**config.mk**
```make
export PLATFORM = sky130hd
export DESIGN_NAME = result_reporter
export DESIGN_NICKNAME = d
export VERILOG_FILES = /design/src/rtl/rr_pkg.sv /design/src/rtl/rr_event_queue.sv /design/src/rtl/rr_packetizer.sv /design/src/rtl/rr_uart_tx.sv /design/src/rtl/result_reporter.sv
export SDC_FILE = /design/constraint.sdc
export NUM_CORES = 1
export LEC_CHECK = 0
export ABC_AREA = 1
export BUFFER_PORTS_ARGS = -buffer_cell sky130_fd_sc_hd__buf_2
export CORE_MARGIN = 4
export CORE_UTILIZATION = 55
export DETAILED_ROUTE_END_ITERATION = 10
export GPL_ROUTABILITY_DRIVEN = 0
export PLACE_DENSITY = 0.72
export SYNTH_ARGS = -nofsm -noshare
export SYNTH_HDL_FRONTEND = slang
export SYNTH_SLANG_ARGS = --single-unit
```
**constraint.sdc**
```tcl
create_clock -name clk -period 5.5 [get_ports clk]
set_input_delay 1.1 -clock clk [delete_from_list [all_inputs] [get_ports clk]]
set_output_delay 1.1 -clock clk [all_outputs]
set_load 0.02 [all_outputs]
```
**src/rtl/rr_pkg.sv**
```systemverilog
package rr_pkg;

    localparam int NONCE_W     = 32;
    localparam int NONCE_BYTES = NONCE_W / 8;

    typedef enum logic [7:0] {
        PKT_NONCE = 8'h01,
        PKT_WORK  = 8'h02
    } rr_pkt_e;

    typedef struct packed {
        logic               is_work;
        logic [NONCE_W-1:0] nonce;
    } rr_entry_t;

endpackage

```
**src/rtl/rr_event_queue.sv**
```systemverilog
module rr_event_queue
    import rr_pkg::*;
#(
    parameter int DEPTH = 4
) (
    input  logic                       clk,
    input  logic                       rst_n,
    input  logic                       nonce_push,
    input  logic [NONCE_W-1:0]         nonce_val,
    input  logic                       work_push,
    input  logic                       pop,
    output rr_entry_t                  head,
    output logic                       head_valid,
    output logic [$clog2(DEPTH+1)-1:0] count,
    output logic                       ovf
);

    localparam int PW = (DEPTH > 1) ? $clog2(DEPTH) : 1;
    localparam int CW = $clog2(DEPTH + 1);

    typedef struct packed {
        rr_entry_t [DEPTH-1:0] mem;
        logic [PW-1:0]         wr;
        logic [PW-1:0]         rd;
        logic [CW-1:0]         cnt;
        logic                  ovf;
    } q_state_t;

    q_state_t state_d, state_q;

    function automatic logic [PW-1:0] ptr_inc(input logic [PW-1:0] p);
        return (p == PW'(DEPTH - 1)) ? '0 : p + 1'b1;
    endfunction

    function automatic logic [PW-1:0] ptr_dec(input logic [PW-1:0] p);
        return (p == '0) ? PW'(DEPTH - 1) : p - 1'b1;
    endfunction

    always_comb begin
        state_d = state_q;
        // Departure first: it frees a slot for arrivals in the same cycle.
        if (pop && state_q.cnt != '0) begin
            state_d.rd  = ptr_inc(state_q.rd);
            state_d.cnt = state_d.cnt - 1'b1;
        end
        // A nonce arriving with a marker is ordered ahead of it.
        if (nonce_push) begin
            if (state_d.cnt < CW'(DEPTH)) begin
                state_d.mem[state_d.wr] = '{is_work: 1'b0, nonce: nonce_val};
                state_d.wr              = ptr_inc(state_d.wr);
                state_d.cnt             = state_d.cnt + 1'b1;
            end else begin
                state_d.ovf = 1'b1;
            end
        end
        if (work_push) begin
            if (state_d.cnt < CW'(DEPTH)) begin
                state_d.mem[state_d.wr] = '{is_work: 1'b1, nonce: '0};
                state_d.wr              = ptr_inc(state_d.wr);
                state_d.cnt             = state_d.cnt + 1'b1;
            end else begin
                if (!state_d.mem[ptr_dec(state_d.wr)].is_work) begin
                    state_d.ovf = 1'b1;
                end
                state_d.mem[ptr_dec(state_d.wr)] = '{is_work: 1'b1, nonce: '0};
            end
        end
    end

    always_ff @(posedge clk or negedge rst_n) begin
        if (!rst_n) state_q <= '0;
        else        state_q <= state_d;
    end

    assign head       = state_q.mem[state_q.rd];
    assign head_valid = (state_q.cnt != '0);
    assign count      = state_q.cnt;
    assign ovf        = state_q.ovf;

endmodule

```
**src/rtl/rr_packetizer.sv**
```systemverilog
module rr_packetizer
    import rr_pkg::*;
(
    input  logic      clk,
    input  logic      rst_n,
    input  rr_entry_t head,
    input  logic      head_valid,
    output logic      pop,
    output logic      byte_valid,
    output logic [7:0] byte_data,
    input  logic      byte_ready
);

    localparam int IW = $clog2(NONCE_BYTES + 1);

    typedef struct packed {
        logic          busy;
        rr_entry_t     ent;
        logic [IW-1:0] idx;
    } pk_state_t;

    pk_state_t state_d, state_q;
    logic      last_byte;
    logic      fire;

    always_comb begin
        if (state_q.idx == '0) begin
            byte_data = state_q.ent.is_work ? 8'(PKT_WORK) : 8'(PKT_NONCE);
        end else begin
            byte_data = 8'(state_q.ent.nonce >> (8 * (NONCE_BYTES - int'(state_q.idx))));
        end
    end

    assign last_byte  = state_q.ent.is_work ? (state_q.idx == '0)
                                            : (state_q.idx == IW'(NONCE_BYTES));
    assign byte_valid = state_q.busy;
    assign fire       = state_q.busy && byte_ready;
    assign pop        = !state_q.busy && head_valid;

    always_comb begin
        state_d = state_q;
        if (pop) begin
            state_d.busy = 1'b1;
            state_d.ent  = head;
            state_d.idx  = '0;
        end else if (fire) begin
            if (last_byte) state_d.busy = 1'b0;
            else           state_d.idx  = state_q.idx + 1'b1;
        end
    end

    always_ff @(posedge clk or negedge rst_n) begin
        if (!rst_n) state_q <= '0;
        else        state_q <= state_d;
    end

endmodule

```
**src/rtl/rr_uart_tx.sv**
```systemverilog
module rr_uart_tx #(
    parameter int CLKS_PER_BIT = 1085
) (
    input  logic       clk,
    input  logic       rst_n,
    input  logic       in_valid,
    input  logic [7:0] in_data,
    output logic       in_ready,
    output logic       tx,
    output logic       busy_o,
    output logic       hold_o
);

    localparam int CNT_W = (CLKS_PER_BIT > 1) ? $clog2(CLKS_PER_BIT) : 1;

    typedef struct packed {
        logic             busy;
        logic             line;
        logic [8:0]       shreg;
        logic [3:0]       left;
        logic [CNT_W-1:0] cnt;
    } tx_state_t;

    localparam tx_state_t IDLE_ST = '{busy: 1'b0, line: 1'b1, shreg: '1, left: '0, cnt: '0};

    tx_state_t state_d, state_q;

    always_comb begin
        state_d = state_q;
        if (!state_q.busy) begin
            if (in_valid) begin
                state_d.busy  = 1'b1;
                state_d.line  = 1'b0;
                state_d.shreg = {1'b1, in_data};
                state_d.left  = 4'd9;
                state_d.cnt   = CNT_W'(CLKS_PER_BIT - 1);
            end
        end else if (state_q.cnt != '0) begin
            state_d.cnt = state_q.cnt - 1'b1;
        end else if (state_q.left == '0) begin
            state_d.busy = 1'b0;
        end else begin
            state_d.line  = state_q.shreg[0];
            state_d.shreg = {1'b1, state_q.shreg[8:1]};
            state_d.left  = state_q.left - 1'b1;
            state_d.cnt   = CNT_W'(CLKS_PER_BIT - 1);
        end
    end

    always_ff @(posedge clk or negedge rst_n) begin
        if (!rst_n) state_q <= IDLE_ST;
        else        state_q <= state_d;
    end

    assign in_ready = !state_q.busy;
    assign tx       = state_q.line;
    assign busy_o   = state_q.busy;
    assign hold_o   = (state_q.cnt != '0);

endmodule

```
**src/rtl/result_reporter.sv**
```systemverilog
module result_reporter
    import rr_pkg::*;
#(
    parameter int CLK_HZ = 125_000_000,
    parameter int BAUD   = 115_200,
    parameter int DEPTH  = 4
) (
    input  logic        clk,
    input  logic        rst_n,
    input  logic        found_valid,
    input  logic [31:0] found_nonce,
    input  logic        work_accepted,
    output logic        tx,
    output logic        overflow
);

    localparam int CLKS_PER_BIT = CLK_HZ / BAUD;
    localparam int CW           = $clog2(DEPTH + 1);

    rr_entry_t     q_head;
    logic          q_valid;
    logic          q_pop;
    logic [CW-1:0] q_count;
    logic          b_valid;
    logic          b_ready;
    logic [7:0]    b_data;
    logic          tx_busy;
    logic          tx_hold;

    rr_event_queue #(.DEPTH(DEPTH)) u_queue (
        .clk        (clk),
        .rst_n      (rst_n),
        .nonce_push (found_valid),
        .nonce_val  (found_nonce),
        .work_push  (work_accepted),
        .pop        (q_pop),
        .head       (q_head),
        .head_valid (q_valid),
        .count      (q_count),
        .ovf        (overflow)
    );

    rr_packetizer u_pack (
        .clk        (clk),
        .rst_n      (rst_n),
        .head       (q_head),
        .head_valid (q_valid),
        .pop        (q_pop),
        .byte_valid (b_valid),
        .byte_data  (b_data),
        .byte_ready (b_ready)
    );

    rr_uart_tx #(.CLKS_PER_BIT(CLKS_PER_BIT)) u_tx (
        .clk      (clk),
        .rst_n    (rst_n),
        .in_valid (b_valid),
        .in_data  (b_data),
        .in_ready (b_ready),
        .tx       (tx),
        .busy_o   (tx_busy),
        .hold_o   (tx_hold)
    );

endmodule

```
# After elaboration in Yosys (flattened, before gate mapping)
# Cells that the tools add are included.
# Widths: inputs -> output; s select.
[classes] mux=43 n_lt_le_gt_ge=9 shift=1 n_eq_ne=8 n_bitwise=6 n_addsub=11 reduce_logical=20
[op_table] operator="$mux 134" count=3
[op_table] operator="$and 128x128->128" count=2
[op_table] operator="$not 128->128" count=2
[op_table] operator="$demux 33 s2" count=3
[op_table] operator="$mux 33" count=5
[op_table] operator="$bmux 33 s2" count=2
[op_table] operator="$bwmux 132" count=1
[op_table] operator="$mux 132" count=1
[op_table] operator="$mux 26" count=2
[op_table] operator="$shr 32x32->8" count=1
[op_table] operator="$mux 25" count=1
[op_table] operator="$mux 3" count=6
[op_table] operator="$mux 15" count=1
[op_table] operator="$lt 2x3->1 const B" count=4
[op_table] operator="$mux 2" count=6
[op_table] operator="$mux 11" count=1
[op_table] operator="$reduce_bool 11->1" count=1
[op_table] operator="$sub 11x1->11 const B" count=1
[op_table] operator="$add 3x1->3 const B" count=3
[op_table] operator="$mux 1" count=8
[op_table] operator="$mux 4" count=2
[op_table] operator="$mux 8" count=1
[op_table] operator="$or 4x4->4" count=2
[op_table] operator="$add 2x1->2 const B" count=3
[op_table] operator="other kinds (19)" count=36
[word_totals] reg_bits=203 out_inout_bits=2

# Longest topological paths before layout
# Gate-level depths: netlist (run 1).
[logic_depth] word_depth=17 depth_mapped=15

# Modules after synthesis
# From an unflattened synthesis (run 1), not the netlist that was laid out.
[hier_totals] hier_cells=1164 hier_area_um2=10647.7
[modules_own_cells] module="rr_event_queue" n_inst=1 area_per_inst_um2=7171.9 cells_each=726
[modules_own_cells] module="rr_packetizer" n_inst=1 area_per_inst_um2=1925.6 cells_each=256
[modules_own_cells] module="rr_uart_tx" n_inst=1 area_per_inst_um2=1550.2 cells_each=182

# Worst setup path before layout (run 1)
# No wires, ideal clock.
[synth_path] path_kind="input to register" start="input port found_valid" end="register u_queue.state_q[109] (netlist name)" path_slack_ns=2.653 cell_stages=10 t_required_ns=5.380 arrival_ns=2.727 path_cell_list="clkbuf_1 -> nand3_1 -> or2_2 -> o21a_1 -> inv_1 -> ha_1 -> inv_1 -> o21ai_2 -> buf_4 -> nor2_1"
[synth_lines] element="start, declared" line="result_reporter.sv:10" text="input logic found_valid,"
[synth_lines] element="end signal, assigned" line="rr_event_queue.sv:72" text="else state_q <= state_d;"
[synth_lines] element="end, declared" line="rr_event_queue.sv:29" text="q_state_t state_d, state_q;"

==> impl_results.md, run 1 <==
* Synthesized instance count at 1108
* HP Start: u_tx.state_q[23]$_DFFE_PN1P_
* Hold buffer count at cts at 0
* Vias at 7625
* R2R depth at 14
* CTS max path bufs at 3
* Layout area overhead at 10.49%
* Async SR Flop Fraction at 100.0%
* Antenna violations before repair at 0
* Number of global-route vias before repair at approximately 7400
* CTS Sinks at 203
* Post-DRT Antenna Nets at 0
* TritonCTS clock tree: yes
* Die Wd at around 140 µm
* Worst skew pair latency at 0.50 ns
* Hold path depth at 2
* Die H at between 100 and 150 µm
* CTS buffer count at 22
* Root Driver: clkbuf_16
* Design area at 0.01105 mm²
* Top cells by area, synth: dfrtp_1 48%, mux2i_1 12%, nor2_1 9.3%
* Post-synth EDFFs at 0
* Layout Skew at 0.01600 ns
* # Max-Cap Violations at 0
* First-pass GRT wire length at between 30 and 40 mm
* Post-route DRC at 0
* Final Hold Violating Endpoints at 0
* Leakage at 6.024 nW
* Worst EP arrival at about 3.4 ns
* Syn nets at approximately 1200
* Setup Fix Bufs, Post-CTS at 0
* Placed wire-length estimate at about 14 mm
* Least-Margin Pin Slew at around 1.2 ns
* Status: finished, final reports clean
* CP Launch Point: u_queue.count[0]$_DFF_PN0_
* Final worst-path cycle share at a little under three fifths
* Final max-slew violation count at 0
* DR iter-0 viols at a little under 500
* Clock Pin Slew Worst Setup and Hold Paths at about 0.06 ns
* PortBufs at 37
* Startpoint Class: flop
* Synth Flop Type: dfrtp_1
* Setup Viol. Count Final at 0
* Area share of the largest cell type after synthesis at about half
* Fill cells at between 1500 and 2000
* Final Power at between 3 and 4 mW
* Initial Util at 55.85%
* PD cells at 343.4 mW/mm²
* Avg Cell Area, Syn at between 9 and 10 µm²
* Net count, final at 1175
* Slew HR at around 19%
* Peak VDD IR at around 0.25 mV
* Num rows at 49
* Antenna cell count at 0
* Minimum clock period at 3.039 ns
* RR Startpoint: u_queue.count[0]$_DFF_PN0_
* H-Tree Level Count at 1
* Yosys cell types at 35
* Largest net degree at the start of global routing at 124
* Post-DR wirelength/cell at around 17 µm
* Register Area at ~0.005 mm²
* Post-Syn Area at around 0.01 mm²
* Warnings, synthesis at 0
* Layout cell share with drive strength beyond 1 at between 10% and 20%
* Seq cells post-synth at a little over 200
* Placed Instances at roughly 1300
* Endpoint kind of the worst setup timing path: flop
* Pre-Repair DR Iteration Count at 6
* Fin Setup TNS at 0 ns
* Final Non-Filler Cells at between 1000 and 1500
* Post-CTS sizing at 0
* Multi-input gate area at 0.004332 mm²
* Overflow after GRT at 0
* RSZ-0062 raised after global routing: no
* CP Max Fanout at 33
* Total die area at slightly above 0.02 mm²
* Area leader, netlist: dfrtp_1
* Seq/Total Area, Yosys at roughly half
* R2R Path End: u_queue.state_q[39]$_DFF_PN0_
* FMAX at around 330 MHz
* Routed Wire Length at approximately 23 mm
* Kind of critical path: flop to flop
* R2R Setup Slk at between 2 and 2.5 ns
* Critical Path End: u_queue.state_q[39]$_DFF_PN0_
* Worst endpoint required time at about 5.8 ns
* Tot GR Track Use at between 20% and 30%
* # IOs at 38
* Core outline area at 0.01790 mm²
* Area after DPL at approximately 0.010 mm²
* Hold Crit Class: flop to flop
* Average via count per standard cell at approximately 5.6
-- layer usage --
| layer | GRT usage, % | vias up | wire length (µm) |
|---|---|---|---|
| met5 | 0 | - | 0 |
| met4 | 4.352 | 0 | 248 |
| met3 | 2.713 | 26 | 878 |
| met2 | 37.86 | 153 | 11080 |
| met1 | 32.77 | 3758 | 10480 |
| li1 | - | 3688 | - |
-- cell type report --
class	instances	share of cell area (%)
inverters	78	2.650
multi-input cells	767	39.21
clock buffers	28	5.742
well taps	229	2.594
clock inverters	12	1.076
repair buffers	48	2.616
flip-flops and latches	203	46.11
-- worst min-delay path by stage --
stage / to / slack [ns]
6_report: u_tx.state_q[23]$_DFFE_PN1P_ / 0.47
5_1_grt: u_pack.state_q[4]$_DFFE_PN0P_ / 0.49
4_1_cts: u_pack.state_q[4]$_DFFE_PN0P_ / 0.48
3_5_place_dp: u_pack.state_q[4]$_DFFE_PN0P_ / 0.46
3_3_place_gp: u_pack.state_q[9]$_DFFE_PN0P_ / 0.46
2_1_floorplan: u_pack.state_q[3]$_DFFE_PN0P_ / 0.44
-- synth_stat cells (2+ instances only) --
cell type / n
nand2_1: 119
a21oi_1: 33
dfstp_2: 10
o21ai_0: 134
ha_1: 19
or2_2: 2
buf_2: 18
nand2_2: 3
nand3_1: 18
clkbuf_1: 33
inv_2: 2
a31oi_1: 8
mux2i_1: 124
dfrtp_1: 193
xnor2_1: 3
o22ai_1: 27
xor2_1: 2
nor2_1: 247
o21ai_2: 2
inv_1: 76
o21ai_4: 2
nand4_1: 9
buf_4: 9
nand4_2: 4
-- worst max-delay path: stages (launching register included) --
cell	delay, ns
dfrtp_1	0.36
inv_1	0.13
ha_1	0.18
inv_1	0.04
nand2_1	0.05
nand2_1	0.06
nand2_2	0.18
nand3_1	0.17
or2_2	0.31
o21a_1	0.15
inv_1	0.09
ha_1	0.17
inv_1	0.08
o21ai_4	0.79
nor2_1	0.10
-- logic make-up (layout without fill, tap and decap cells) --
family,count (synthesis),count (layout),synth area share [%]
AOI/OAI and AO/OA,212,212,11.56
xor gates and xnor gates,6,6,0.6008
adders and majority gates,19,19,2.378
buffers and inverters,138,166,5.744
DFF,203,203,50.93
muxes,124,124,12.41
and+or+nand+nor,406,406,16.37
-- where the power goes --
| group | internal (mW) | switching, mW |
|---|---|---|
| combinational | 0.194 | 0.372 |
| clock | 0.911 | 0.602 |
| sequential | 1.64 | 0.0781 |
| total | 2.74 | 1.05 |
-- registers in the layout (all words and copies together), names as in the netlist --
signal             flops
u_pack.byte_valid      1
u_pack.state_q        36
u_queue.count          3
u_queue.ovf            1
u_queue.state_q      136
u_tx.busy_o            1
u_tx.state_q          24
u_tx.tx                1
-- placed cells by master (no fill, tap or decap), types with 2 or more instances in the layout --
master      instances
nand2_2             3
dfrtp_1           192
o21ai_4             2
xor2_1              2
nand2_1           119
ha_1               19
nor2_1            247
buf_2              36
nand4_2             4
buf_4              10
clkinvlp_4          2
clkinv_2            7
a21oi_1            33
inv_2               3
inv_1              75
a31oi_1             8
nand3_1            18
dfstp_2            10
o21ai_0           134
or2_2               2
clkbuf_16          23
nand4_1             9
clkbuf_8            5
bufinv_16           2
xnor2_1             3
mux2i_1           124
o22ai_1            27
o21ai_2             2
-- metrics by stage --
step	hold WS (ns)	setup slack, ns	util, %
CTS	0.4802	2.445	61.71
floorplan	0.4438	2.653	-
finish	0.4715	2.461	61.71
global placement	0.4607	2.222	57.50
global route	0.4923	2.148	61.71
detailed placement	0.4627	2.122	57.50
No activity file was read; power rests on OpenSTA's default activity.
==> run 2, diff against run 1 <==
- clock period: 5.5 -> 3.1 ns (I/O delays scaled with it)
==> run 2 against run 1 <==
Non-clock buffer count grew 8; final area is 0.92% higher; via count increased by 0.46%; combinational power grew 86%; count of clock-buffer cells in the layout is 10 higher; critical path depth rose by 1; sequential power is 78% higher; highest routed layer unchanged.
==> impl_results.md, run 2 (same netlist as run 1, synthesis figures left out) <==
* # IOs at 38 (unchanged)
* Largest net degree at the start of global routing at 69 (-44%)
* Worst EP arrival at 3.11 ns (-0.26 ns)
* CP Max Fanout at 33 (unchanged)
* Layout Skew at 0.008196 ns (-0.007803 ns)
* Hold WS at 0.1340 ns (-0.3374 ns)
* Kind of critical path: flop to flop
* Die Wd at 142.8 µm (unchanged)
* Final Hold Violating Endpoints at 0 (unchanged)
* Layout cell share with drive strength beyond 1 at 10.56% (+0.17 points)
* Worst endpoint required time at 3.45 ns (-2.38 ns)
* Hold Crit Class: primary input to async pin
* Most frequent cells in the layout: 247 x nor2_1, 192 x dfrtp_1, 134 x o21ai_0, 124 x mux2i_1, 119 x nand2_1
* Num rows at 49 (unchanged)
* Regs by FF count: u_queue.state_q: 136 flops, u_pack.state_q: 36 flops, u_tx.state_q: 24 flops
* Total die area at 0.02040 mm² (unchanged)
* Least-Margin Pin Slew at 0.8733 ns (-0.3353 ns)
* Fin Setup TNS at 0 ns (unchanged)
* Core outline area at 0.01790 mm² (unchanged)
* Post-route DRC at 0 (unchanged)
* Pre-CTS WS at 0.2260 ns (-1.896 ns)
* Antenna cell count at 0 (unchanged)
* Initial Util at 55.85% (unchanged)
* Clock Pin Slew Worst Setup and Hold Paths at 0.06 ns (about the same)
* Pre-Repair DR Iteration Count at 7 (+1)
* Minimum clock period at 2.760 ns (-0.2790 ns)
* Final worst-path cycle share at 89.05% (+34 points)
* Average via count per standard cell at 5.571 (-0.27%)
* Post-CTS sizing at 0 (unchanged)
* DR iter-0 viols at 481 (-1.4%)
* Post-DRT Antenna Nets at 0 (unchanged)
* Net count, final at 1185 (+0.85%)
* Largest register FFs at 136 (unchanged)
* Commonest non-fill, non-tap cell in the layout: nor2_1
* Final max-slew violation count at 0 (unchanged)
* Layout area overhead at 11.50%
* # Max-Cap Violations at 0 (unchanged)
* Slew HR at 41.77% (+22 points)
* Biggest register: u_queue.state_q
* RSZ-0062 raised after global routing: no
* Antenna violations before repair at 0 (unchanged)
* Post-DR wirelength/cell at 16.93 µm (+1.8%)
* Number of global-route vias before repair at 7483 (+1.8%)
* Startpoint Class: flop
* Leakage at 6.076 nW (+0.85%)
* CTS buffer count at 23 (+4.5%)
* Root Driver: clkbuf_16
* CTS Sinks at 203 (unchanged)
* H-Tree Level Count at 1 (unchanged)
* PD cells at 606.4 mW/mm² (+77%)
* Peak VDD IR at 0.4737 mV (+92%)
* Die H at 142.8 µm (unchanged)
* R2R Setup Slk at 0.34 ns (-2.12 ns)
* Endpoint kind of the worst setup timing path: flop
* Setup Viol. Count Final at 0 (unchanged)
* Vias at 7660 (+0.46%)
* TritonCTS clock tree: yes
* Placed wire-length estimate at 14.32 mm (+3.7%)
* PnR worst setup slack at 0.3396 ns (-2.121 ns)
* Final Non-Filler Cells at 1375 (+0.73%)
* PortBufs at 37 (unchanged)
* Tot GR Track Use at 23.23% (+0.44 points)
* First-pass GRT wire length at 38.56 mm (+1.6%)
* Routed Wire Length at 23.28 mm (+2.6%)
* Placed Instances at 1333 (+0.60%)
* Worst skew pair latency at 0.50 ns (about the same)
* Overflow after GRT at 0 (unchanged)
* Final Power at 6.760 mW (+78%)
* Status: finished, final reports clean
* CTS max path bufs at 3 (unchanged)
* FMAX at 362.3 MHz (+10%)
==> run 2: cell types whose count changed in the layout (fill, tap and decap cells not counted), sizes merged <==
cell,before,now
buf,47,55
bufinv,2,1
clkbuf,29,39
clkinv,8,1
clkinvlp,2,0
inv,78,79
o21ai,139,140
==> run 2: layout make-up <==
class / instances / area (µm²)
fillers: 1553 / 6754
flip-flops and latches: 203 / 5094
multi-input cells: 768 / 4340
clock buffers: 38 / 701.9
repair buffers: 56 / 386.6
inverters: 78 / 292.8
well taps: 229 / 286.5
clock inverters: 3 / 46.29
==> run 2: critical path, cell delays in order, from the launching register on <==
cell and delay, ns:
dfrtp_1 0.36, inv_1 0.14, ha_1 0.20, inv_1 0.04
nand2_1 0.05, nand2_1 0.06, nand2_2 0.17, nand3_1 0.15
or2_2 0.30, o21a_1 0.16, inv_1 0.10, ha_1 0.16
inv_1 0.07, o21ai_4 0.13, buf_4 0.42, nor2_1 0.11
==> run 2: final timing paths <==
| kind | start | to | depth (start not counted) |
|---|---|---|---|
| max in group asynchronous | rst_n | u_queue.state_q[16]$_DFF_PN0_ | 2 |
| worst min register to register | u_pack.state_q[6]$_DFFE_PN0P_ | u_pack.state_q[6]$_DFFE_PN0P_ | 2 |
| worst max-delay path | u_queue.count[0]$_DFF_PN0_ | u_queue.state_q[33]$_DFF_PN0_ | 15 |
| worst min-delay path | rst_n | u_queue.state_q[92]$_DFF_PN0_ | 1 |
| min in group clk | found_nonce[7] | u_queue.state_q[114]$_DFF_PN0_ | 3 |
| worst max register to register | u_queue.count[0]$_DFF_PN0_ | u_queue.state_q[33]$_DFF_PN0_ | 15 |
==> run 2: layer usage <==
| metal | GRT usage [%] | wire, µm | part of all wire (%) |
|---|---|---|---|
| met1 | 32.44 | 10690 | 46 |
| met2 | 38.90 | 11310 | 49 |
| met3 | 2.981 | 857 | 3.7 |
| met5 | 0 | 0 | 0 |
| met4 | 5.753 | 412 | 1.8 |
==> run 2: what timing repair did <==
item / CTS / global route
hold buffers: 0 / 0
setup buffers: 0 / 0
setup endpoints to repair: 0 / 10
==> run 2: per-stage QoR <==
stage / utilization (%) / instance area, µm²
2_1_floorplan: - / 9998
3_3_place_gp: 58.04 / 10390
3_5_place_dp: 58.04 / 10390
4_1_cts: 62.22 / 11140
5_1_grt: 62.27 / 11150
6_report: 62.27 / 11150
==> run 2: report_power, final <==
group / switching (mW) / internal, mW
logic: 0.692 / 0.359
clock network: 1.05 / 1.62
registers: 0.136 / 2.90
